[src/rtl/addsub_pkg.sv]
package addsub_pkg;
    localparam int OP_W = 3;

    typedef enum logic [OP_W-1:0] {
        OP_ADD = 3'd0,
        OP_ADC = 3'd1,
        OP_SUB = 3'd2,
        OP_SBC = 3'd3,
        OP_RSB = 3'd4
    } op_e;

    typedef struct packed {
        logic n;
        logic z;
        logic c;
        logic v;
    } nzcv_t;
endpackage

[src/rtl/addsub_operand_prep.sv]
module addsub_operand_prep
    import addsub_pkg::*;
#(
    parameter int W     = 32,
    parameter int IMM_W = 12
) (
    input  logic [OP_W-1:0]  op_sel,
    input  logic [W-1:0]     base_val,
    input  logic             base_is_pc,
    input  logic [W-1:0]     reg_opnd,
    input  logic [IMM_W-1:0] imm_val,
    input  logic             use_imm,
    input  logic             carry_in,
    output logic [W-1:0]     add_x,
    output logic [W-1:0]     add_y,
    output logic             add_ci
);
    localparam int ALIGN_BITS = 2;
    localparam int PAD_W      = W - IMM_W;

    logic [W-1:0] base_al;
    logic [W-1:0] opnd2;
    logic         imm_ok;

    always_comb begin
        base_al = base_val;
        if (base_is_pc) begin
            base_al[ALIGN_BITS-1:0] = '0;
        end
        imm_ok = use_imm && ((op_sel == OP_ADD) || (op_sel == OP_SUB));
        opnd2  = imm_ok ? {{PAD_W{1'b0}}, imm_val} : reg_opnd;
    end

    always_comb begin
        unique case (op_sel)
            OP_ADC: begin add_x = base_al; add_y = opnd2;    add_ci = carry_in; end
            OP_SUB: begin add_x = base_al; add_y = ~opnd2;   add_ci = 1'b1;     end
            OP_SBC: begin add_x = base_al; add_y = ~opnd2;   add_ci = carry_in; end
            OP_RSB: begin add_x = opnd2;   add_y = ~base_al; add_ci = 1'b1;     end
            default: begin add_x = base_al; add_y = opnd2;   add_ci = 1'b0;     end
        endcase
    end
endmodule

[src/rtl/addsub_adder.sv]
module addsub_adder #(
    parameter int W = 32
) (
    input  logic [W-1:0] add_x,
    input  logic [W-1:0] add_y,
    input  logic         add_ci,
    output logic [W-1:0] sum,
    output logic         cout,
    output logic         ovf
);
    logic [W:0] wide;

    always_comb begin
        wide = {1'b0, add_x} + {1'b0, add_y} + {{W{1'b0}}, add_ci};
        sum  = wide[W-1:0];
        cout = wide[W];
        ovf  = (add_x[W-1] == add_y[W-1]) && (wide[W-1] != add_x[W-1]);
    end
endmodule

[src/rtl/addsub_unit.sv]
module addsub_unit
    import addsub_pkg::*;
#(
    parameter int W     = 32,
    parameter int IMM_W = 12
) (
    input  logic             clk,
    input  logic             rst,
    input  logic [2:0]       op_sel,
    input  logic [W-1:0]     base_val,
    input  logic             base_is_pc,
    input  logic [W-1:0]     reg_opnd,
    input  logic [IMM_W-1:0] imm12,
    input  logic             use_imm,
    input  logic             carry_in,
    input  logic             set_flags,
    output logic [W-1:0]     result_q,
    output logic             flag_n,
    output logic             flag_z,
    output logic             flag_c,
    output logic             flag_v
);
    logic [W-1:0] add_x, add_y, sum;
    logic         add_ci, cout, ovf;
    logic         flag_wr;
    nzcv_t        flags_d, flags_q;

    addsub_operand_prep #(.W(W), .IMM_W(IMM_W)) u_prep (
        .op_sel     (op_sel),
        .base_val   (base_val),
        .base_is_pc (base_is_pc),
        .reg_opnd   (reg_opnd),
        .imm_val    (imm12),
        .use_imm    (use_imm),
        .carry_in   (carry_in),
        .add_x      (add_x),
        .add_y      (add_y),
        .add_ci     (add_ci)
    );

    addsub_adder #(.W(W)) u_add (
        .add_x  (add_x),
        .add_y  (add_y),
        .add_ci (add_ci),
        .sum    (sum),
        .cout   (cout),
        .ovf    (ovf)
    );

    always_comb begin
        flag_wr   = set_flags && !base_is_pc;
        flags_d.n = sum[W-1];
        flags_d.z = ~|sum;
        flags_d.c = cout;
        flags_d.v = ovf;
    end

    always_ff @(posedge clk) begin
        if (rst) begin
            result_q <= '0;
        end else begin
            result_q <= sum;
        end
    end

    always_ff @(posedge clk) begin
        if (rst) begin
            flags_q <= '0;
        end else if (flag_wr) begin
            flags_q <= flags_d;
        end
    end

    assign flag_n = flags_q.n;
    assign flag_z = flags_q.z;
    assign flag_c = flags_q.c;
    assign flag_v = flags_q.v;
endmodule

[config.mk]
export PLATFORM = sky130hd
export DESIGN_NAME = addsub_unit
export DESIGN_NICKNAME = d
export VERILOG_FILES = /design/src/rtl/addsub_pkg.sv /design/src/rtl/addsub_operand_prep.sv /design/src/rtl/addsub_adder.sv /design/src/rtl/addsub_unit.sv
export SDC_FILE = /design/constraint.sdc
export NUM_CORES = 1
export LEC_CHECK = 0
export CORE_ASPECT_RATIO = 0.7
export CORE_MARGIN = 2
export CORE_UTILIZATION = 25
export CTS_CLUSTER_DIAMETER = 60
export DETAILED_ROUTE_END_ITERATION = 12
export DONT_BUFFER_PORTS = 1
export GPL_TIMING_DRIVEN = 0
export PLACE_DENSITY = 0.46
export SYNTH_ARGS = -nofsm -noshare
export SYNTH_HDL_FRONTEND = slang
export SYNTH_HIERARCHICAL = 1
export SYNTH_SLANG_ARGS = --single-unit
export TNS_END_PERCENT = 5
[constraint.sdc]
create_clock -name clk -period 4.95 [get_ports clk]
set_input_delay 0.495 -clock clk [delete_from_list [all_inputs] [get_ports clk]]
set_output_delay 0.495 -clock clk [all_outputs]
set_load 0.02 [all_outputs]
==> results of run 1 <==
metrics by stage:
| step | setup TNS, ns | power (mW) | hold WS, ns | area, um^2 |
|---|---|---|---|---|
| CTS | 0 | 1.53 | 0.545 | 4930 |
| floorplan | 0 | 0.987 | 0.578 | 4470 |
| detailed placement | -0.173 | 1.17 | 0.640 | 4760 |
| global placement | -0.148 | 1.17 | 0.625 | 4760 |
| global route | 0 | 1.64 | 0.546 | 4950 |
| finish | 0 | 1.53 | 0.553 | 4950 |
synthesized netlist by cell type, drive strengths merged, types with 3 or more instances:
cell type | count | share of area (%)
a221oi | 3 | 1.1
buf | 20 | 2.7
nor4 | 9 | 1.9
ha | 31 | 8.7
nor2 | 19 | 1.6
o21ai | 49 | 5.5
a221o | 14 | 3.1
dfxtp | 36 | 16
or4bb | 5 | 1.3
inv | 8 | 0.67
and2b | 6 | 1.0
clkbuf | 25 | 2.1
a31oi | 18 | 2.7
xor2 | 10 | 2.0
nor3 | 4 | 0.45
a21o | 37 | 6.2
o211ai | 4 | 0.67
and3 | 4 | 0.56
a211oi | 3 | 0.50
or3b | 14 | 2.7
a21oi | 38 | 4.3
nand2 | 125 | 10
nand2b | 6 | 0.84
nand3 | 7 | 0.78
xnor2 | 19 | 3.7
nand4 | 8 | 1.1
mux2i | 3 | 0.67
o221ai | 20 | 3.9
o21bai | 7 | 1.2
nor2b | 30 | 4.2
nand4bb | 7 | 1.8
sequential cells by signal (all words and copies together), names as in the netlist:
name / flops
flag_c: 1
flag_v: 1
flag_n: 1
flag_z: 1
result_q: 32
worst paths after layout:
| path | start | to | depth (start not counted) |
|---|---|---|---|
| max | op_sel[0] | flag_z | 17 |
| min | rst | result_q[28] | 2 |
| max reg2reg | flag_z | flag_z | 2 |
| min reg2reg | flag_v | flag_v | 2 |
kinds of logic (layout without fill, tap and decap cells):
| kind of cell | Yosys count | after routing | synth area share, % |
|---|---|---|---|
| XOR/XNOR | 29 | 29 | 5.68 |
| buffers and inverters | 53 | 61 | 5.51 |
| multiplexers | 3 | 3 | 0.671 |
| flip-flops | 36 | 36 | 16.1 |
| adder cells (fa/ha/maj) | 33 | 33 | 9.56 |
| AND/OR/NAND/NOR | 251 | 251 | 30.0 |
| AO/OA/AOI/OAI | 206 | 206 | 32.5 |
power breakdown:
group	internal, mW	total (mW)	switching [mW]
registers	0.352	0.461	0.109
clock network	0.236	0.354	0.117
logic	0.289	0.718	0.429
total	0.877	1.53	0.656
routing by layer:
metal	routed length, um	vias up
met2	6370	163
met5	0	-
li1	-	2263
met3	1160	10
met4	157	0
met1	8120	2201
final cells by class:
cell class,count,area (um^2)
fillers,1924,12400
multi-input cells,522,3520
flip-flops and latches,36,721
well taps,231,289
plain buffers,45,216
clock buffers,5,125
clock inverters,3,42.5
inverters,8,30.0
what timing repair did:
item / 4_1_cts / 5_1_grt
endpoints found under the setup margin: 0 / 1
endpoints found under the hold margin: 0 / 0
resized for setup: 0 / 2
==> flow_summary.json, run 1 <==
{
  "regToRegSetupSlack_ns": 4.15,
  "grt_pass1_wl_mm": 24.5,
  "slew-limit-headroom_pct": 57.3,
  "instances_no_fill": 850,
  "antenna_cells": 0,
  "final_common_cell": "nand2_1",
  "cts_tree": "built",
  "worstPathArrival_ns": 4.78,
  "numCtsBuffers": 5,
  "final_util_pct": 28.6,
  "dp.cells": 842,
  "vias": 4637,
  "p_per_area_mw_per_mm2": 310,
  "drc": 0,
  "rows": 40,
  "syn-cell-area_mm2": 0.00447,
  "gr-usage-met2_pct": 23.4,
  "fmax_ghz": 0.218,
  "crit_fanout": 10,
  "gp_congestion": 0.921,
  "grtUsageMet3_pct": 3.65,
  "htreeDepth": 2,
  "synth_edf_count": 0,
  "worstSetupStartpointType": "input port",
  "ys_ff_latch": 36,
  "finalHoldViolCount": 0,
  "syn-num-nets": 729,
  "async_reset_ff_share_pct": 0,
  "cp-end-kind": "flop",
  "syn_to_final_growth_pct": 10.6,
  "antenna_found_initial": 0,
  "ir_worst_vdd_mv": 0.126,
  "slew_violations": 0,
  "cap_viol_max_count": 0,
  "ioPinCount": 121,
  "path_buf_inv": 2,
  "wire_per_inst_um": 18.6,
  "status": "completed",
  "use_met1_pct": 24.7,
  "grt_max_degree": 13,
  "grt_use_total_pct": 16.2,
  "crit_slowest_cell": "fa_1",
  "clock_path_buffers": 2,
  "worstMarginPinSlew_ns": 0.633,
  "grt_pass1_vias": 4380,
  "leakage_nw": 2.05,
  "drtIter0Drc": 385,
  "setup_ws_ns": 0.363,
  "syn_avg_cell_area_um2": 7.32,
  "synth-main-ff-cell": "dfxtp_1",
  "die_x_um": 164,
  "finalSetupViolations": 0,
  "grt_busiest_layer": "met1",
  "cts_hold_buffers": 0,
  "ys_seq_area_share_pct": 16.1,
  "worstHoldPathType": "in2reg",
  "root_buffer": "clkbuf_16",
  "cts_setup_buffers": 0,
  "clkSinkCount": 36,
  "critPathKind": "in2reg",
  "die_h_um": 116,
  "worstSkewPairLatency_ns": 0.27,
  "drt_pass1_iterations": 5,
  "layout_min_cycle_time_ns": 4.59,
  "clk_pin_slew_ns": 0.06,
  "die_area_mm2": 0.0190,
  "skew_ns": 0,
  "hpwlAfterDp_mm": 13.3,
  "path_delay_family": "compound AO/OA/AOI/OAI gates",
  "crit_required_ns": 5.14,
  "layout.nets": 736,
  "crit_chain": "clkbuf_1, and2b_1, buf_4, nand2_1, a221o_1, fa_1, fa_1, a21o_1, a221oi_4, nor3_1, o21ai_0, nand2_1, a41oi_1, xnor2_1, nor4_4, nand4_1, o32ai_2",
  "viasPerCell": 5.46,
  "synthDistinctLibCells": 59,
  "drive_gt1_share_pct": 8.24,
  "drt-total-wl_mm": 15.8,
  "slowest_delay_ns": 0.46,
  "synth_warnings": 6,
  "netlist_instances": 611,
  "coreArea_mm2": 0.0173,
  "period_share_pct": 92.7,
  "ant_nets": 0,
  "dp_slack_ns": -0.173,
  "io_buffers": 0,
  "initial_core_util_pct": 25.8,
  "rsz0062_at_grt": "false",
  "grt_overflow": 0,
  "most-common-layout-cells": "nand2_1, o21ai_0, a21oi_1"
}
No activity file was read; power rests on OpenSTA's default activity.
==> run 2: changes to the inputs <==
--- a/config.mk
+++ b/config.mk
@@ -5,6 +5,8 @@
 export SDC_FILE = /design/constraint.sdc
 export NUM_CORES = 1
 export LEC_CHECK = 0
+export ABC_AREA = 1
+export CAP_MARGIN = 20
 export CORE_ASPECT_RATIO = 0.7
 export CORE_MARGIN = 2
 export CORE_UTILIZATION = 25
==> flow_summary.json, run 2 <==
{
  "status": "completed",
  "netlist_top_cells_area": "nand2_1, dfxtp_1, inv_1, ha_1, nand3_1",
  "ioPinCount": 121,
  "numCtsBuffers": 5,
  "root_buffer": "clkbuf_16",
  "io_buffers": 0,
  "initial_core_util_pct": 25.7,
  "timing.setup.tns_ns": 0,
  "yosys.area.top_type": "nand2_1",
  "ant_nets": 0,
  "vias": 5222,
  "critPathKind": "in2reg",
  "largest_register_ffs": 32,
  "finalSetupViolations": 0,
  "cts_tree": "built",
  "crit_chain": "inv_1, nand2_1, nor2_8, o21ai_0, fa_1, fa_1, nand3_1, nand2_2, nand2_2, nand2_2, nand2_1, nand2_1, nand2_1, nand3b_1, nand2_1, nand2_1, inv_1, nand2_1, nor2_1, nand2_1, nor2_1, nand3_1, a21oi_2",
  "die_h_um": 121,
  "async_reset_ff_share_pct": 0,
  "regToRegEndpoint": "flag_z",
  "synth-main-ff-cell": "dfxtp_1",
  "syn_to_final_growth_pct": 10.1,
  "layout.nets": 990,
  "rsz0062_at_grt": "false",
  "die_area_mm2": 0.0207,
  "cp_common_cell": "nand2_1",
  "worstSkewPairLatency_ns": 0.28,
  "drt-total-wl_mm": 17.1,
  "p_per_area_mw_per_mm2": 293,
  "clkSinkCount": 36,
  "viasPerCell": 4.59,
  "finalHoldViolCount": 0,
  "clock_path_buffers": 2,
  "reg2reg_depth": 2,
  "final_util_pct": 28.3,
  "worstHoldPathType": "in2reg",
  "final_common_cell": "nand2_1",
  "cts_hold_buffers": 0,
  "grt_pass1_wl_mm": 27.0,
  "synthDistinctLibCells": 36,
  "hpwlAfterDp_mm": 15.0,
  "synth.most_common_cell": "nand2_1",
  "grt_use_total_pct": 16.7,
  "wire_per_inst_um": 15.0,
  "layout_min_cycle_time_ns": 3.47,
  "yosysTopAreaCellShare_pct": 21.4,
  "period_share_pct": 70.2,
  "grt_pass1_vias": 4943,
  "setup_ws_ns": 1.48,
  "worstMarginPinSlew_ns": 0.496,
  "cap_viol_max_count": 0,
  "coreArea_mm2": 0.0190,
  "drt_pass1_iterations": 5,
  "grt_max_degree": 12,
  "fmax_ghz": 0.288,
  "drc": 0,
  "top_register": "result_q",
  "crit_fanout": 10,
  "synth_edf_count": 0,
  "instances_no_fill": 1137,
  "syn-cell-area_mm2": 0.00489,
  "syn_avg_cell_area_um2": 5.65,
  "syn-num-nets": 983,
  "dp.cells": 1129,
  "most-common-layout-cells": "nand2_1, inv_1, nor2_1",
  "antenna_cells": 0,
  "gp_congestion": 0.882,
  "fillers": 2236,
  "slew-limit-headroom_pct": 66.6,
  "crit_end": "flag_z",
  "crit_slowest_cell": "fa_1",
  "clk_pin_slew_ns": 0.05,
  "grt_overflow": 0,
  "worstSetupStartpointType": "input port",
  "drtIter0Drc": 320,
  "slew_violations": 0,
  "crit_required_ns": 5.17,
  "die_x_um": 171,
  "skew_ns": 0,
  "leakage_nw": 2.84,
  "synth_warnings": 6,
  "ys_seq_area_share_pct": 14.7,
  "rows": 42,
  "cts-resized-gates": 0,
  "cp-end-kind": "flop",
  "slowest_delay_ns": 0.53,
  "htreeDepth": 2,
  "dp_slack_ns": 1.19,
  "antenna_found_initial": 0,
  "ys_top_cells_by_count": "nand2_1, inv_1, nor2_1",
  "crit_path_start": "op_sel[0]",
  "reg2reg_from": "flag_z",
  "ys_ff_latch": 36,
  "regToRegSetupSlack_ns": 4.17,
  "ir_worst_vdd_mv": 0.125,
  "drive_gt1_share_pct": 8.82,
  "cts_setup_buffers": 0,
  "netlist_instances": 865,
  "worstPathArrival_ns": 3.69
}
==> run 2: cell count changes after synthesis, moves of 19 or more <==
cell      before  now
a21o_1        37    2
clkbuf_1      25    6
inv_1          8  110
nand2_1      125  278
nand2_2        0   24
nand3_1        7   70
nand4_1        8   29
nor2_1        19   91
nor2b_1       30    0
o221ai_1      20    0
or2_0          0   19
xnor2_1       19    0
==> run 2: metal layers <==
layer	wire, um	up-vias	global-route usage [%]
met1	9670	2282	28.4
met2	5640	173	20.0
li1	-	2760	-
met3	1700	7	4.17
met4	78	0	1.91
met5	0	-	0
==> run 2: per-stage QoR <==
step / cell area, um^2 / hold slack [ns] / power (mW)
after floorplan: 4890 / 0.541 / 1.00
after global placement: 5220 / 0.576 / 1.23
after detailed placement: 5220 / 0.581 / 1.23
after CTS: 5380 / 0.501 / 1.58
after global routing: 5380 / 0.509 / 1.71
final: 5380 / 0.499 / 1.58
==> run 2: critical path, delay by kind of cell <==
family                   cells  cell delay, ns
AO/OA/AOI/OAI                2            0.29
adder cells (fa/ha/maj)      2            1.06
buffers and inverters        2            0.18
AND/OR/NAND/NOR             17            1.68
==> run 2: cells by family after synthesis <==
logic type                 count (synthesis)  share of synthesized area [%]
and+or+nand+nor                          542                           50.5
buffers and inverters                    142                           12.4
DFF                                       36                           14.7
AOI/OAI and AO/OA                         92                           10.0
adders and majority gates                 33                           8.76
xor gates and xnor gates                  20                           3.58
==> run 2: final cells by class <==
type	count	area [um^2]	share of cell area, %
clock inverters	2	35.0	0.651
multi-input cells	687	3560	66.1
plain buffers	28	174	3.23
clock buffers	6	129	2.39
well taps	264	330	6.14
inverters	114	433	8.04
flip-flops and latches	36	721	13.4
==> run 2: power by group <==
| part | internal, mW | total (mW) | switching, mW |
|---|---|---|---|
| registers | 0.348 | 0.441 | 0.0929 |
| clock network | 0.236 | 0.344 | 0.108 |
| logic | 0.251 | 0.791 | 0.539 |
| total | 0.836 | 1.58 | 0.740 |
==> run 2: worst min-delay path by stage <==
stage                     startpoint      to  slack, ns  cells after the start
final                            rst  flag_z       0.50                      2
after global routing             rst  flag_z       0.51                      2
after CTS                        rst  flag_z       0.50                      2
after detailed placement      flag_c  flag_c       0.58                      2
after global placement        flag_v  flag_v       0.58                      2
after floorplan               flag_c  flag_c       0.54                      2
==> run 3: changes to the inputs <==
--- a/config.mk
+++ b/config.mk
@@ -14,7 +14,7 @@
 export DETAILED_ROUTE_END_ITERATION = 12
 export DONT_BUFFER_PORTS = 1
 export GPL_TIMING_DRIVEN = 0
-export PLACE_DENSITY = 0.46
+export PLACE_DENSITY = 0.48
 export SYNTH_ARGS = -nofsm -noshare
 export SYNTH_HDL_FRONTEND = slang
 export SYNTH_HIERARCHICAL = 1
==> constraint.sdc (replaced) <==
create_clock -name clk -period 2.8 [get_ports clk]
set_input_delay 0.28 -clock clk [delete_from_list [all_inputs] [get_ports clk]]
set_output_delay 0.28 -clock clk [all_outputs]
set_load 0.02 [all_outputs]
==> flow_summary.json, run 3 (same netlist as run 2, synthesis figures left out) <==
{
  "worstPathArrival_ns": 2.98,
  "clkSinkCount": 36,
  "io_buffers": 0,
  "timing.setup.tns_ns": 0,
  "leakage_nw": 2.89,
  "placed_area_mm2": 0.00525,
  "most-common-layout-cells": "nand2_1, inv_1, nor2_1",
  "clock_path_buffers": 2,
  "viasPerCell": 4.72,
  "layout.nets": 997,
  "crit_required_ns": 3.01,
  "root_buffer": "clkbuf_16",
  "worstSkewPairLatency_ns": 0.27,
  "drive_gt1_share_pct": 18.9,
  "crit_slowest_cell": "ha_2",
  "drc": 0,
  "cap_viol_max_count": 0,
  "coreArea_mm2": 0.0190,
  "p_per_area_mw_per_mm2": 503,
  "crit_chain": "inv_4, nand3_4, clkbuf_2, o21ai_0, ha_2, nand2_1, nand2_1, a21oi_1, nand2_1, a21oi_1, nand2_2, xor2_1, nor2_2, nand2_1, nor2_1, nand3_2, a21oi_2",
  "wl_met3_mm": 1.90,
  "topRoutingLayerUsed": "met4",
  "htreeDepth": 2,
  "wl_met2_mm": 5.99,
  "gp_congestion": 0.884,
  "crit_fanout": 10,
  "ioPinCount": 121,
  "die_x_um": 171,
  "rows": 42,
  "grt_overflow": 0,
  "ant_nets": 0,
  "period_share_pct": 98.8,
  "final_common_cell": "nand2_1",
  "finalSetupViolations": 0,
  "worstSetupStartpointType": "input port",
  "clk_pin_slew_ns": 0.05,
  "slew_violations": 0,
  "antenna_found_initial": 0,
  "layout_min_cycle_time_ns": 2.77,
  "slowest_delay_ns": 0.39,
  "drt_pass1_iterations": 5,
  "grt_max_degree": 11,
  "initial_core_util_pct": 25.7,
  "largest_register_ffs": 32,
  "worstHoldPathType": "in2reg",
  "ir_worst_vdd_mv": 0.236,
  "rsz0062_at_grt": "true",
  "cts_tree": "built",
  "critPathKind": "in2reg",
  "wire_per_inst_um": 15.2,
  "fillers": 2220,
  "worstMarginPinSlew_ns": 0.468,
  "drtIter0Drc": 419,
  "syn_to_final_growth_pct": 18.2,
  "skew_ns": 0,
  "fmax_ghz": 0.362,
  "final_cell_area_mm2": 0.00577,
  "grt_pass1_vias": 5123,
  "drt-total-wl_mm": 17.4,
  "hpwlAfterDp_mm": 14.9,
  "vias": 5390,
  "numCtsBuffers": 5,
  "finalPower_mw": 2.90,
  "status": "completed",
  "die_h_um": 121,
  "grt_use_total_pct": 16.5,
  "cp_common_cell": "nand2_1",
  "cp-end-kind": "flop",
  "m1WireLength_mm": 9.47,
  "antenna_cells": 0,
  "finalHoldViolCount": 0,
  "cts_hold_buffers": 0,
  "path_delay_family": "simple AND/OR/NAND/NOR gates",
  "die_area_mm2": 0.0207,
  "grt_pass1_wl_mm": 27.1,
  "slew-limit-headroom_pct": 68.5,
  "top_register": "result_q",
  "path_buf_inv": 2
}
-- run 3: layout make-up --
type                       count  area (um^2)  area share, %
inverter                     114          438           7.58
timing repair buffer           7         52.6          0.910
clock buffer                   7          153           2.64
buffer                        28          194           3.36
sequential                    36          721           12.5
multi-input combinational    687         3890           67.3
tap                          264          330           5.72
-- run 3: worst reg2reg max path, stage by stage (launching register included) --
cell and delay, ns:
dfxtp_1 0.48, nand2_1 0.11, a21oi_2 0.11
-- run 3: metrics by stage --
step | hold slack [ns] | worst slack [ns] | std cells | utilization [%]
after floorplan | 0.504 | 0.00470 | 865 | -
after global routing | 0.309 | -0.201 | 1143 | 30.4
after CTS | 0.293 | 0.00807 | 1138 | 28.6
after detailed placement | 0.581 | -0.416 | 1129 | 27.6
after global placement | 0.576 | -0.414 | 1129 | 27.6
final | 0.297 | 0.0341 | 1143 | 30.4
-- run 3: where the power goes --
part	switching, mW	internal, mW	leakage [nW]
Clock	0.185	0.372	0.0760
Sequential	0.163	0.616	0.299
Combinational	1.02	0.546	2.51
-- run 3: timing repair --
action | in CTS | in global routing
hold endpoints to repair | 0 | 0
gates resized for setup | 12 | 90
pin swaps | 8 | 26
endpoints found under the setup margin | 1 | 2
buffers inserted | 2 | 5
-- run 3: worst paths after layout --
kind / startpoint / to / slack, ns / depth (start not counted)
max: op_sel[0] / flag_z / 0.03 / 17
min: rst / flag_z / 0.30 / 2
max reg2reg: flag_z / flag_z / 2.05 / 2
min reg2reg: flag_v / flag_v / 0.58 / 2
-- run 3: routing by layer --
layer | global-route usage [%] | up-vias
li1 | - | 2777
met2 | 21.4 | 203
met3 | 3.65 | 5
met5 | 0 | -
met1 | 27.4 | 2405
met4 | 1.59 | 0
